$ cat src/rtl/txdma_pkg.sv
package txdma_pkg;
  typedef enum logic {
    SH_WAIT  = 1'b0,
    SH_SHIFT = 1'b1
  } sh_state_e;
endpackage

$ cat src/rtl/txdma_fifo.sv
module txdma_fifo #(
  parameter int W     = 16,
  parameter int DEPTH = 4
) (
  input  logic         clk,
  input  logic         rst_n,
  input  logic         push_i,
  input  logic [W-1:0] data_i,
  input  logic         pop_i,
  output logic [W-1:0] data_o,
  output logic         full_o,
  output logic         empty_o
);
  localparam int AW = (DEPTH > 1) ? $clog2(DEPTH) : 1;
  localparam int CW = $clog2(DEPTH + 1);

  logic [W-1:0]  mem_q [DEPTH];
  logic [AW-1:0] wptr_q, wptr_d, rptr_q, rptr_d;
  logic [CW-1:0] cnt_q, cnt_d;

  function automatic logic [AW-1:0] bump(input logic [AW-1:0] p);
    return (p == AW'(DEPTH - 1)) ? '0 : p + 1'b1;
  endfunction

  always_comb begin
    wptr_d = wptr_q;
    rptr_d = rptr_q;
    cnt_d  = cnt_q;
    if (push_i) wptr_d = bump(wptr_q);
    if (pop_i)  rptr_d = bump(rptr_q);
    case ({push_i, pop_i})
      2'b10:   cnt_d = cnt_q + 1'b1;
      2'b01:   cnt_d = cnt_q - 1'b1;
      default: cnt_d = cnt_q;
    endcase
  end

  always_ff @(posedge clk or negedge rst_n) begin
    if (!rst_n) begin
      wptr_q <= '0;
      rptr_q <= '0;
      cnt_q  <= '0;
    end else begin
      wptr_q <= wptr_d;
      rptr_q <= rptr_d;
      cnt_q  <= cnt_d;
    end
  end

  always_ff @(posedge clk) begin
    if (push_i) mem_q[wptr_q] <= data_i;
  end

  assign data_o  = mem_q[rptr_q];
  assign full_o  = (cnt_q == CW'(DEPTH));
  assign empty_o = (cnt_q == '0);

  AST_NO_OVERFLOW: assert property (@(posedge clk) disable iff (!rst_n)
    !(push_i && full_o));
  AST_NO_POP_EMPTY: assert property (@(posedge clk) disable iff (!rst_n)
    !(pop_i && empty_o));
endmodule

$ cat src/rtl/txdma_req_ctrl.sv
module txdma_req_ctrl #(
  parameter int CNT_W = 16,
  parameter int DIV_W = 8
) (
  input  logic             clk,
  input  logic             rst_n,
  input  logic             start_i,
  input  logic [CNT_W-1:0] count_i,
  input  logic [DIV_W-1:0] div_i,
  input  logic             dma_ack_i,
  input  logic             fifo_full_i,
  input  logic             drained_i,
  input  logic             cpu_wr_i,
  output logic             dma_req_o,
  output logic             accept_o,
  output logic             sess_o,
  output logic [DIV_W-1:0] div_o,
  output logic             done_o,
  output logic             misuse_o
);
  logic             sess_q, sess_d;
  logic [CNT_W-1:0] rem_q, rem_d;
  logic [DIV_W-1:0] div_q, div_d;
  logic             done_q, done_d;
  logic             mis_q, mis_d;

  assign dma_req_o = sess_q && (rem_q != '0) && !fifo_full_i;
  assign accept_o  = dma_req_o && dma_ack_i;

  always_comb begin
    sess_d = sess_q;
    rem_d  = rem_q;
    div_d  = div_q;
    done_d = 1'b0;
    mis_d  = cpu_wr_i && sess_q;
    if (!sess_q) begin
      if (start_i && (count_i != '0)) begin
        sess_d = 1'b1;
        rem_d  = count_i;
        div_d  = div_i;
      end
    end else begin
      if (accept_o) rem_d = rem_q - 1'b1;
      if ((rem_q == '0) && drained_i) begin
        sess_d = 1'b0;
        done_d = 1'b1;
      end
    end
  end

  always_ff @(posedge clk or negedge rst_n) begin
    if (!rst_n) begin
      sess_q <= 1'b0;
      rem_q  <= '0;
      div_q  <= '0;
      done_q <= 1'b0;
      mis_q  <= 1'b0;
    end else begin
      sess_q <= sess_d;
      rem_q  <= rem_d;
      div_q  <= div_d;
      done_q <= done_d;
      mis_q  <= mis_d;
    end
  end

  assign sess_o   = sess_q;
  assign div_o    = div_q;
  assign done_o   = done_q;
  assign misuse_o = mis_q;

  AST_COUNT_STOP: assert property (@(posedge clk) disable iff (!rst_n)
    (rem_q == '0) |-> !accept_o);
  AST_COUNT_DEC: assert property (@(posedge clk) disable iff (!rst_n)
    (accept_o && sess_q) |=> (rem_q == $past(rem_q) - 1'b1));
endmodule

$ cat src/rtl/txdma_shifter.sv
module txdma_shifter
  import txdma_pkg::*;
#(
  parameter int W     = 16,
  parameter int DIV_W = 8
) (
  input  logic             clk,
  input  logic             rst_n,
  input  logic             sess_i,
  input  logic [DIV_W-1:0] div_i,
  input  logic             empty_i,
  input  logic [W-1:0]     data_i,
  output logic             pop_o,
  output logic             idle_o,
  output logic             sclk_o,
  output logic             mosi_o
);
  localparam int BW = $clog2(W);

  sh_state_e        state_q, state_d;
  logic [W-1:0]     sreg_q, sreg_d;
  logic [BW-1:0]    bit_q, bit_d;
  logic [DIV_W-1:0] divc_q, divc_d;
  logic             sclk_q, sclk_d;

  always_comb begin
    state_d = state_q;
    sreg_d  = sreg_q;
    bit_d   = bit_q;
    divc_d  = divc_q;
    sclk_d  = sclk_q;
    pop_o   = 1'b0;
    case (state_q)
      SH_WAIT: begin
        sclk_d = 1'b0;
        if (sess_i && !empty_i) begin
          pop_o   = 1'b1;
          sreg_d  = data_i;
          bit_d   = '0;
          divc_d  = '0;
          state_d = SH_SHIFT;
        end
      end
      default: begin
        if (divc_q == div_i) begin
          divc_d = '0;
          if (!sclk_q) begin
            sclk_d = 1'b1;
          end else begin
            sclk_d = 1'b0;
            if (bit_q == BW'(W - 1)) begin
              state_d = SH_WAIT;
            end else begin
              bit_d  = bit_q + 1'b1;
              sreg_d = {sreg_q[W-2:0], 1'b0};
            end
          end
        end else begin
          divc_d = divc_q + 1'b1;
        end
      end
    endcase
  end

  always_ff @(posedge clk or negedge rst_n) begin
    if (!rst_n) begin
      state_q <= SH_WAIT;
      sreg_q  <= '0;
      bit_q   <= '0;
      divc_q  <= '0;
      sclk_q  <= 1'b0;
    end else begin
      state_q <= state_d;
      sreg_q  <= sreg_d;
      bit_q   <= bit_d;
      divc_q  <= divc_d;
      sclk_q  <= sclk_d;
    end
  end

  assign idle_o = (state_q == SH_WAIT);
  assign sclk_o = sclk_q;
  assign mosi_o = (state_q == SH_SHIFT) && sreg_q[W-1];

  AST_MODE0_STABLE: assert property (@(posedge clk) disable iff (!rst_n)
    $rose(sclk_q) |-> $stable(mosi_o));
  AST_IDLE_LOW: assert property (@(posedge clk) disable iff (!rst_n)
    (state_q == SH_WAIT) |-> !sclk_q);
endmodule

$ cat src/rtl/spi_txdma_master.sv
module spi_txdma_master #(
  parameter int W     = 16,
  parameter int DEPTH = 4,
  parameter int CNT_W = 16,
  parameter int DIV_W = 8
) (
  input  logic             clk,
  input  logic             rst_n,
  input  logic             start_i,
  input  logic [CNT_W-1:0] count_i,
  input  logic [DIV_W-1:0] div_i,
  output logic             dma_req_o,
  input  logic             dma_ack_i,
  input  logic [W-1:0]     dma_data_i,
  input  logic             cpu_wr_i,
  output logic             misuse_o,
  output logic             sclk_o,
  output logic             mosi_o,
  output logic             cs_n_o,
  output logic             done_o
);
  logic [1:0]       rst_sync_q;
  logic             rst_n_s;
  logic             accept, pop, full, empty, idle, sess;
  logic [W-1:0]     head;
  logic [DIV_W-1:0] div_lat;

  always_ff @(posedge clk or negedge rst_n) begin
    if (!rst_n) rst_sync_q <= 2'b00;
    else        rst_sync_q <= {rst_sync_q[0], 1'b1};
  end
  assign rst_n_s = rst_sync_q[1];

  txdma_req_ctrl #(.CNT_W(CNT_W), .DIV_W(DIV_W)) u_ctrl (
    .clk(clk), .rst_n(rst_n_s), .start_i(start_i), .count_i(count_i),
    .div_i(div_i), .dma_ack_i(dma_ack_i), .fifo_full_i(full),
    .drained_i(empty && idle), .cpu_wr_i(cpu_wr_i), .dma_req_o(dma_req_o),
    .accept_o(accept), .sess_o(sess), .div_o(div_lat), .done_o(done_o),
    .misuse_o(misuse_o)
  );

  txdma_fifo #(.W(W), .DEPTH(DEPTH)) u_fifo (
    .clk(clk), .rst_n(rst_n_s), .push_i(accept), .data_i(dma_data_i),
    .pop_i(pop), .data_o(head), .full_o(full), .empty_o(empty)
  );

  txdma_shifter #(.W(W), .DIV_W(DIV_W)) u_shift (
    .clk(clk), .rst_n(rst_n_s), .sess_i(sess), .div_i(div_lat),
    .empty_i(empty), .data_i(head), .pop_o(pop), .idle_o(idle),
    .sclk_o(sclk_o), .mosi_o(mosi_o)
  );

  assign cs_n_o = !sess;

  AST_CS_IDLE: assert property (@(posedge clk) disable iff (!rst_n_s)
    cs_n_o |-> (!sclk_o && !dma_req_o));
  AST_DONE_AT_RELEASE: assert property (@(posedge clk) disable iff (!rst_n_s)
    done_o |-> (cs_n_o && !$past(cs_n_o)));
  AST_DONE_ONE_CYCLE: assert property (@(posedge clk) disable iff (!rst_n_s)
    done_o |=> !done_o);
  AST_MISUSE_FLAG: assert property (@(posedge clk) disable iff (!rst_n_s)
    (cpu_wr_i && !cs_n_o) |=> misuse_o);
endmodule

$ cat config.mk
export PLATFORM = sky130hd
export DESIGN_NAME = spi_txdma_master
export DESIGN_NICKNAME = d
export VERILOG_FILES = /design/src/rtl/txdma_pkg.sv /design/src/rtl/txdma_fifo.sv /design/src/rtl/txdma_req_ctrl.sv /design/src/rtl/txdma_shifter.sv /design/src/rtl/spi_txdma_master.sv
export SDC_FILE = /design/constraint.sdc
export NUM_CORES = 1
export LEC_CHECK = 0
export BUFFER_PORTS_ARGS = -buffer_cell sky130_fd_sc_hd__buf_2
export CORE_MARGIN = 2
export CORE_UTILIZATION = 64
export CTS_BUF_LIST = sky130_fd_sc_hd__clkbuf_16
export DETAILED_ROUTE_END_ITERATION = 8
export PLACE_DENSITY = 0.95
export SLEW_MARGIN = 25
export SYNTH_ARGS = -nofsm -noshare
export SYNTH_HDL_FRONTEND = slang
export SYNTH_HIERARCHICAL = 1
export SYNTH_SLANG_ARGS = --single-unit
$ cat constraint.sdc
create_clock -name clk -period 3.99 [get_ports clk]
set_clock_uncertainty 0.2 [all_clocks]
set_input_delay 0.5985 -clock clk [delete_from_list [all_inputs] [get_ports clk]]
set_output_delay 0.5985 -clock clk [all_outputs]
set_load 0.1 [all_outputs]
# Word-level counts from Yosys, hierarchy flattened
# Memory sizes are Yosys's and may differ from the RTL's.
# Index checks and enable logic that the tools add are counted.
word_totals:
  ff_bits: 66
  ram_bits: 64
  input_bits: 45
  output_inout_bits: 6
  elab_cells: 92
  mem_count: 1
classes:
  add_sub_neg: 7
  n_eq_ne: 11
  n_mux: 35
  bitwise_logic: 2
  reduce_logical: 22
mem_list:
  columns: ["memory", "depth", "width", "rd", "rd_clocked_by_memory_dff", "wr", "line", "text"]
  rows:
  - ["u_fifo.mem_q", 4, 16, 1, 0, 1, "txdma_fifo.sv:17", "logic [W-1:0] mem_q [DEPTH];"]
ops:
  columns: ["cell", "count"]
  rows:
  - ["$mux 16", 8]
  - ["$reduce_bool 16->1", 2]
  - ["$mux 8", 3]
  - ["$mux 4", 5]
  - ["$logic_not 16->1", 1]
  - ["$mux 1", 16]
  - ["$sub 16x1->16 const B", 1]
  - ["$logic_and 1x1->1", 9]
  - ["$add 8x1->8 const B", 1]
  - ["$eq 8x8->1", 1]
  - ["$eq 2x2->1 const B", 3]
  - ["$ne 2x2->1 const B", 3]
  - ["$pmux 3 s2", 1]
  - ["$reduce_bool 2->1", 3]
  - ["$add 2x1->2 const B", 2]
  - ["$add 4x1->4 const B", 1]
  - ["$eq 4x4->1 const B", 1]
  - ["$mux 2", 2]
  - ["$reduce_and 2->1", 2]
  - ["$reduce_and 4->1", 1]
  - ["$add 3x1->3 const B", 1]
  - ["$eq 3x3->1 const B", 1]
  - ["$logic_not 1->1", 3]
  - ["$logic_not 3->1", 1]
  - ["other kinds (4)", 5]

# Logic depth before layout (Yosys ltp)
# Gate-level depths: netlist (run 1).
logic_depth:
  ltp_word: 7
  ltp_mapped: 14
  depth_no_buf: 13

# By module
# Netlist (run 1), hierarchy kept.
modules_own_cells:
  columns: ["module", "instances", "cells_per_inst", "area_each_um2", "seq_area_each_um2"]
  rows:
  - ["txdma_fifo", 1, 122, 2768.9, 2097.0]
  - ["txdma_shifter", 1, 147, 1651.6, 750.7]
  - ["txdma_req_ctrl", 1, 173, 1587.8, 675.6]
  - ["spi_txdma_master", 1, 5, 63.8, 50.0]

# Worst setup path after synthesis (run 1)
# OpenSTA, ideal clock, no wires.
synth_path:
  path_type: "flip-flop to output port"
  startpoint: "register u_ctrl.rem_q[0]"
  endpoint: "output dma_req_o"
  arrival_ns: 3.243
  required_time_ns: 3.191
  path_slack_ns: -0.052
  path_stages_with_launch: 6
  path_cell_list: "dfrtp_1 -> inv_1 -> ha_1 -> or4b_1 -> nor3_2 -> a211oi_1"
synth_via:
  elab_chain_cells: 3
synth_lines:
  columns: ["element", "line", "text"]
  rows:
  - ["start: declaration", "txdma_req_ctrl.sv:22", "logic [CNT_W-1:0] rem_q, rem_d;"]
  - ["start signal: assignment", "txdma_req_ctrl.sv:60", "rem_q <= rem_d;"]
  - ["$reduce_bool 16->1", "txdma_req_ctrl.sv:27", "assign dma_req_o = sess_q && (rem_q != '0) && !fifo_full_i;"]
  - ["$logic_and 1x1->1 (2 in series)", "txdma_req_ctrl.sv:27", null]
  - ["end: declaration", "spi_txdma_master.sv:12", "output logic dma_req_o,"]
# Every way passes these cells.

# Worst setup path after layout (run 1)
layout_path:
  startpoint: "register u_ctrl.rem_q[0]"
  endpoint: "register u_fifo.cnt_q[2]"
layout_via:
  elab_chain_cells: 6
layout_lines:
  columns: ["element", "line", "text"]
  rows:
  - ["$reduce_bool 16->1 *", "txdma_req_ctrl.sv:27", null]
  - ["$logic_and 1x1->1 * (2 in series)", "txdma_req_ctrl.sv:27", null]
  - ["$logic_and 1x1->1 *", "txdma_req_ctrl.sv:28", "assign accept_o = dma_req_o && dma_ack_i;"]
  - ["named net accept", "spi_txdma_master.sv:24", "logic accept, pop, full, empty, idle, sess;"]
  - ["$eq 2x1->1 or $eq 2x2->1 (tied branches)", "txdma_fifo.sv:31", "case ({push_i, pop_i})"]
  - ["$pmux 3 s2 or $reduce_bool 2->1 (tied branches)", null, null]
  - ["end signal: assignment", "txdma_fifo.sv:46", "cnt_q <= cnt_d;"]
  - ["end: declaration", "txdma_fifo.sv:19", "logic [CW-1:0] cnt_q, cnt_d;"]
# The timed path passes the listed nets; every way through them passes the cells marked *.
# A chain may end at the register's enable or synchronous reset.

==> out/qor.txt, run 1 <==
Period utilization = 88.76%
Num ports = 51
Unrepaired setup endpoints after global routing = no
Lkg Pwr = 0.002838 µW
CTS sink cnt = 130
Power Density = 662.8 nW/µm²
Final hold violations = 0
Yosys reg bits = 130
Setup_tns = 0 ns
Critical path fanouts, max = 17
Number of global-route vias before repair = 4,027
CORE AREA = 9240 µm²
P&R area growth vs syn = 15.37%
Overall power = 4643 µW
Flop pwr share = 43.6%
I/O Buffers = 50
Syn. warnings = 6
Crit Path Class = flop to flop
Sw frac = 32.32%
Num CTS Buffers = 17
DP HPWL = 8134 µm
Worst endpoint data arrival time = 3.69 ns
GRT Overall Usage = 29.04%
Cells after Synth = 447
H-tree lvl count = 4
Die area = 10,280 µm²
Clock Latency Late Sink = 0.43 ns
Reg2reg start = u_ctrl/rem_q[0]
Fillers = 540
Grt ovf = 0
Crit path max-delay cell type = or4b_1
Initial Util = 65.71%
Mapped Nets = 502
DRT antenna net count = 0
Hold_ws = 0.06779 ns
Max-cap violations = 0
Final #Nets = 558
Clk buf depth = 2
Clk root buf = clkbuf_16
Reg2Reg Depth = 13
Flop-to-flop setup slack = 0.45 ns
CTS tree = done
Max-slew headroom = 34.77%
Maximum VDD drop = 0.4753 mV
CP Cell Sequence = inv_1 -> ha_1 -> or4b_1 -> nor3_2 -> a21o_1 -> inv_4 -> inv_1 -> ha_1 -> inv_1 -> fa_1 -> xor2_1 -> nor2_1 -> xor2_1
WL/cell = 21.08 µm
Most frequent cells in the layout = dfrtp_1 (65), edfxtp_1 (64), buf_2 (50)
Syn Std Cell Area = 6072 µm²
Rows = 35
# resized after CTS = 0
Max Slew Vio Count = 0
Die Ht = 101.4 µm
CP Launch Type = flop
Post-synth EDFFs = 64
Fmax = 282.4 MHz
Post-Layout Inst Area = 7005 µm²
DR vias = 3,946
Critical Path Max Stage Delay = 0.58 ns
Logic pwr share = 22.5%
Sequential area share after synthesis = 58.85%
Synth Flop Type = dfrtp_1
Utilization after layout = 75.82%
Final setup violation count = 0
Die Wd = 101.4 µm
Post-Route WL = 13,600 µm
Residual DRC = 0
Register clock-pin slew on the reported worst setup and hold paths = 0.06 ns
Commonest non-fill, non-tap cell in the layout = dfrtp_1
Vias per std cell = 6.118
Antenna violations before repair = 0
Cell variety after synth = 68
R2R Path End = u_fifo/cnt_q[2]
Internal = 3142 µW
Syn_area_per_cell = 13.58 µm²
Drt pass-1 iters = 5
Largest net degree at the start of global routing = 41
Clock share of power = 33.9%
Ys async rst share = 50.77%
Required @ worst endpoint = 4.13 ns
ANT cells = 0
Switching power = 1501 µW
Routability congestion estimate = 0.8625
Status = finished, final reports clean
Worst Hold Class = flop to asynchronous set/reset pin
Cell mode on critical path = inv_1
Critical path capture point type = flop
Worst slew pin tran = 0.9785 ns
Drt first-iter violations = 274
First-pass GRT wire length = 21,630 µm
Placed cell area = 6397 µm²
Layout cell share with drive strength beyond 1 = 28.49%
Final Critical Period = 3.542 ns
cell usage after synthesis (all sizes together) (2+ instances only):
cell | count | area share (%)
nand2 | 46 | 2.8
clkbuf | 6 | 0.37
a311oi | 3 | 0.43
a2111oi | 2 | 0.29
nand3 | 5 | 0.41
mux2i | 2 | 0.33
nor3 | 16 | 1.4
a221oi | 2 | 0.29
nor2 | 25 | 1.8
a21o | 4 | 0.49
xnor2 | 13 | 1.9
o221ai | 4 | 0.58
a21oi | 8 | 0.66
nor2b | 4 | 0.41
and2 | 10 | 1.0
ha | 9 | 1.9
a211oi | 8 | 1.1
nand2b | 4 | 0.41
nor4b | 2 | 0.29
mux4 | 16 | 6.4
or4 | 5 | 0.80
or3 | 5 | 0.52
inv | 18 | 1.2
and3 | 6 | 0.62
nand4 | 3 | 0.31
o41ai | 3 | 0.87
nand3b | 2 | 0.25
mux2 | 34 | 6.7
dfrtp | 66 | 27
edfxtp | 64 | 32
o22ai | 3 | 0.31
or2 | 2 | 0.21
buf | 12 | 1.6
a31oi | 2 | 0.21
o21ai | 13 | 1.1
xor2 | 2 | 0.29
worst max-delay path, delay by kind of cell (launching register included):
kind | cells | cell delay (ns)
adder cells (fa/ha/maj) | 3 | 0.86
flip-flops | 1 | 0.39
AO/OA/AOI/OAI | 1 | 0.23
AND/OR/NAND/NOR | 3 | 1.00
XOR/XNOR | 2 | 0.34
buffers and inverters | 4 | 0.42
registers in the layout, summed over array words and instances (netlist names):
register         count
rst_sync_q           2
u_shift/divc_q       8
u_ctrl/rem_q        16
u_shift/bit_q        4
u_ctrl/misuse_o      1
u_fifo/wptr_q        2
u_fifo/mem_q        64
u_shift/sclk_o       1
u_shift/sreg_q      16
u_ctrl/sess_o        1
u_ctrl/div_o         8
u_shift/state_q      1
u_fifo/cnt_q         3
u_fifo/rptr_q        2
u_ctrl/done_o        1
cell type report:
cell class | instances | area (µm²) | share of cell area [%]
flip-flops and latches | 130 | 3575 | 51.03
clock buffers | 17 | 425.4 | 6.073
clock inverters | 15 | 171.4 | 2.447
repair buffers | 55 | 290.3 | 4.144
well taps | 129 | 161.4 | 2.304
inverters | 18 | 70.07 | 1.000
multi-input cells | 281 | 2312 | 33.01
what timing repair did:
action / in CTS / in global routing
hold buffers: 1 / 0
endpoints found under the hold margin: 2 / 0
setup buffers: 0 / 0
cells by family after synthesis:
kind of cell,Yosys count,synth area share [%]
mux,52,13.43
other cells,1,0.06176
xor+xnor,15,2.164
buf+inv,36,3.173
compound gates,64,8.181
fa+ha+maj,10,2.184
simple gates,139,11.95
flops,130,58.85
power by group through the flow:
| stage | clock network [µW] | registers, µW | logic [µW] |
|---|---|---|---|
| finish | 1570 | 2020 | 1050 |
| global route | 1640 | 2060 | 1130 |
| CTS | 1580 | 2020 | 1040 |
| detailed placement | 0 | 2020 | 1000 |
| global placement | 0 | 1980 | 941 |
| floorplan | 0 | 1990 | 748 |
metal layers:
| metal | global-route usage [%] | routed length [µm] |
|---|---|---|
| met1 | 35.75 | 5202 |
| met2 | 49.67 | 7240 |
| met3 | 6.418 | 836 |
| met4 | 12.79 | 318 |
| met5 | 0 | 0 |
per-stage QoR:
stage / worst slack [ns] / instances
finish: 0.4484 / 645
global route: 0.2827 / 645
CTS: 0.5209 / 645
detailed placement: 0.6101 / 612
global placement: 0.8139 / 612
floorplan: 0.8648 / 447
worst max-delay path by stage:
stage,from,to,slack [ns]
after floorplan,u_ctrl/rem_q[0],u_fifo/cnt_q[2],0.86
after global placement,u_ctrl/rem_q[0],u_fifo/cnt_q[2],0.81
after detailed placement,u_ctrl/rem_q[0],u_fifo/cnt_q[2],0.61
after CTS,u_ctrl/rem_q[0],u_fifo/cnt_q[2],0.52
after global routing,u_ctrl/rem_q[0],u_fifo/cnt_q[2],0.28
final,u_ctrl/rem_q[0],u_fifo/cnt_q[2],0.45
(Power assumes the default switching activity.)
==> run 2, diff against run 1 <==
--- a/config.mk
+++ b/config.mk
@@ -7,10 +7,10 @@
 export LEC_CHECK = 0
 export BUFFER_PORTS_ARGS = -buffer_cell sky130_fd_sc_hd__buf_2
 export CORE_MARGIN = 2
-export CORE_UTILIZATION = 64
+export CORE_UTILIZATION = 54
 export CTS_BUF_LIST = sky130_fd_sc_hd__clkbuf_16
 export DETAILED_ROUTE_END_ITERATION = 8
-export PLACE_DENSITY = 0.95
+export PLACE_DENSITY = 0.86
 export SLEW_MARGIN = 25
 export SYNTH_ARGS = -nofsm -noshare
 export SYNTH_HDL_FRONTEND = slang
==> constraint.sdc (replaced) <==
create_clock -name clk -period 2.9 [get_ports clk]
set_clock_uncertainty 0.2 [all_clocks]
set_input_delay 0.435 -clock clk [delete_from_list [all_inputs] [get_ports clk]]
set_output_delay 0.435 -clock clk [all_outputs]
set_load 0.1 [all_outputs]
==> run 2 against run 1 <==
Against the previous run: fmax is 23% higher; setup slack got worse by 0.44 ns; critical endpoint unchanged; via count rose by 1.3%; register-to-register slack worse by 0.44 ns; utilization decreased by 9.4 points; design area rose by 3.3%; hold slack lost 0.051 ns.
==> out/qor.txt, run 2 (same netlist as run 1, synthesis figures left out) <==
Status = finished, final reports clean
Final hold violations = 0 (unchanged)
Number of global-route vias before repair = 4,211 (+4.6%)
Layout Cells excl Fill = 675 (+4.7%)
Layout cell share with drive strength beyond 1 = 31.96% (+3.5 points)
Clock Latency Late Sink = 0.41 ns (-0.02 ns)
Logic pwr share = 23.6% (+1.1 points)
Antenna violations before repair = 0 (unchanged)
Worst slew pin tran = 0.9864 ns (+0.007909 ns)
Critical path capture point type = flop
Maximum VDD drop = 0.5591 mV (+18%)
Max FFs per register = 64 (unchanged)
Residual DRC = 0 (unchanged)
Drt pass-1 iters = 4 (-1)
Crit path buffers/inverters = 4 (unchanged)
WL/cell = 18.67 µm (-11%)
Max Slew Vio Count = 0 (unchanged)
Routed wl met2 = 6541 µm (-9.7%)
Lkg Pwr = 0.002941 µW (+3.6%)
Area taken by multi-input logic gates = 2349 µm² (+1.6%)
Final setup violation count = 0 (unchanged)
Dpl cells = 637 (+4.1%)
Register name with the most flops = u_fifo/mem_q
Routability congestion estimate = 0.8917 (+3.4%)
Top flop regs = u_fifo/mem_q (64), u_ctrl/rem_q (16), u_shift/sreg_q (16)
Sw frac = 31.52% (-0.80 points)
Unrepaired setup endpoints after global routing = yes
CP Launch Type = flop
Required @ worst endpoint = 3.04 ns (-1.09 ns)
Num ports = 51 (unchanged)
Utilization after layout = 66.43% (-9.4 points)
Die Wd = 110.0 µm (+8.5%)
ANT cells = 0 (unchanged)
Post-Route WL = 12,600 µm (-7.3%)
DR vias = 3,999 (+1.3%)
Critical path fanouts, max = 5 (-12)
Switching power = 2038 µW (+36%)
Final #Nets = 577 (+3.4%)
CTS sink cnt = 130 (unchanged)
First-pass GRT wire length = 20,840 µm (-3.7%)
Grt ovf = 0 (unchanged)
Flop pwr share = 42.4% (-1.2 points)
Commonest non-fill, non-tap cell in the layout = dfrtp_1
Rows = 38 (+8.6%)
WL met3 = 682 µm (-18%)
Largest net degree at the start of global routing = 65 (+59%)
Clock share of power = 34.0% (about the same)
CP startpoint = u_ctrl/rem_q[0]
Worst endpoint data arrival time = 3.03 ns (-0.66 ns)
Worst Hold Class = primary input to flop
CORE AREA = 10,890 µm² (+18%)
CP top delay family = simple AND/OR/NAND/NOR gates
Clk root buf = clkbuf_16
Crit path max-delay cell type = or4b_4
Register area = 3575 µm² (unchanged)
Crit Path Class = flop to flop
H-tree lvl count = 4 (unchanged)
Most frequent cells in the layout = dfrtp_1 (65), edfxtp_1 (64), buf_2 (49)
Setup_tns = 0 ns (unchanged)
I/O Buffers = 50 (unchanged)
Hold Path Origin = div_i[0]
P&R area growth vs syn = 19.12%
Die area = 12,110 µm² (+18%)
Max-slew headroom = 34.15% (-0.62 points)
Drt first-iter violations = 300 (+9.5%)
DP HPWL = 8056 µm (-0.96%)
Period utilization = 99.64% (+11 points)
Metal-1 WL = 5238 µm (+0.69%)
Top Metal Used = met4
Die Ht = 110.0 µm (+8.5%)
Max-cap violations = 0 (unchanged)
Initial Util = 55.77% (-9.9 points)
Register clock-pin slew on the reported worst setup and hold paths = 0.06 ns (about the same)
CTS tree = done
Critical Path Max Stage Delay = 0.51 ns (-0.07 ns)
Fmax = 346.1 MHz (+23%)
Power Density = 894.1 nW/µm² (+35%)
CP Cell Sequence = inv_2 -> ha_4 -> or4b_4 -> nor3_4 -> a21o_1 -> inv_8 -> inv_6 -> ha_4 -> inv_2 -> fa_2 -> xor2_1 -> nor2_1 -> xor2_1
Hold_ws = 0.01707 ns (-0.05072 ns)
Clk buf depth = 2 (unchanged)
Internal = 4429 µW (+41%)
Num CTS Buffers = 17 (unchanged)
DRT antenna net count = 0 (unchanged)
Vias per std cell = 5.924 (-3.2%)
Fillers = 724 (+34%)
GRT Overall Usage = 23.37% (-5.7 points)
Reg2reg start = u_ctrl/rem_q[0]
Final Critical Period = 2.890 ns (-0.6521 ns)
## run 2: layout make-up
type	instances	area share (%)
Clock buffer	17	5.881
Clock inverter	15	2.560
Inverter	18	1.107
Multi-Input combinational cell	281	32.47
Sequential cell	130	49.42
Tap cell	140	2.422
Timing Repair Buffer	74	6.141
## run 2: worst paths after layout
check / depth (start not counted) / to / slack, ns
min reg2reg: 0 / rst_sync_q[1] / 0.15
max in group asynchronous: 1 / u_ctrl/div_o[7] / 1.71
min: 3 / u_ctrl/div_o[0] / 0.02
max reg2reg: 13 / u_fifo/cnt_q[2] / 0.01
max: 13 / u_fifo/cnt_q[2] / 0.01
min in group asynchronous: 2 / rst_sync_q[0] / 0.12
## run 2: per-stage QoR
step	cell area [µm²]	total power, µW	setup slack [ns]
final	7233	6467	0.01050
after detailed placement	6561	4235	0.003165
after global routing	7233	6794	-0.1414
after CTS	7219	6486	0.0005773
after global placement	6561	4114	0.06723
after floorplan	6126	3804	0.001287
## run 2: worst register-to-register path, stage by stage (launching register included)
cell and delay, ns:
dfrtp_1 0.40, inv_2 0.11, ha_4 0.15, or4b_4 0.51, nor3_4 0.17, a21o_1 0.26
inv_8 0.05, inv_6 0.05, ha_4 0.13, inv_2 0.04, fa_2 0.32, xor2_1 0.15
nor2_1 0.13, xor2_1 0.16
## run 2: power by group through the flow
stage               Sequential [µW]  Clock, µW  Combinational (µW)
finish                         2740       2200                1530
global placement               2720          0                1390
global route                   2800       2310                1680
detailed placement             2760          0                1480
floorplan                      2740          0                1070
CTS                            2730       2230                1520
## run 2: routing by layer
layer	track usage [%]	up-vias
met2	40.36	147
met5	0	-
li1	-	1833
met3	5.761	14
met1	28.88	2005
met4	7.776	0
## run 2: timing repair
item / in CTS / in global routing
endpoints found under the setup margin: 2 / 2
pin swaps: 1 / 0
endpoints found under the hold margin: 4 / 0
buffers inserted: 2 / 1
hold buffers: 3 / 0
gates resized for setup: 1 / 3
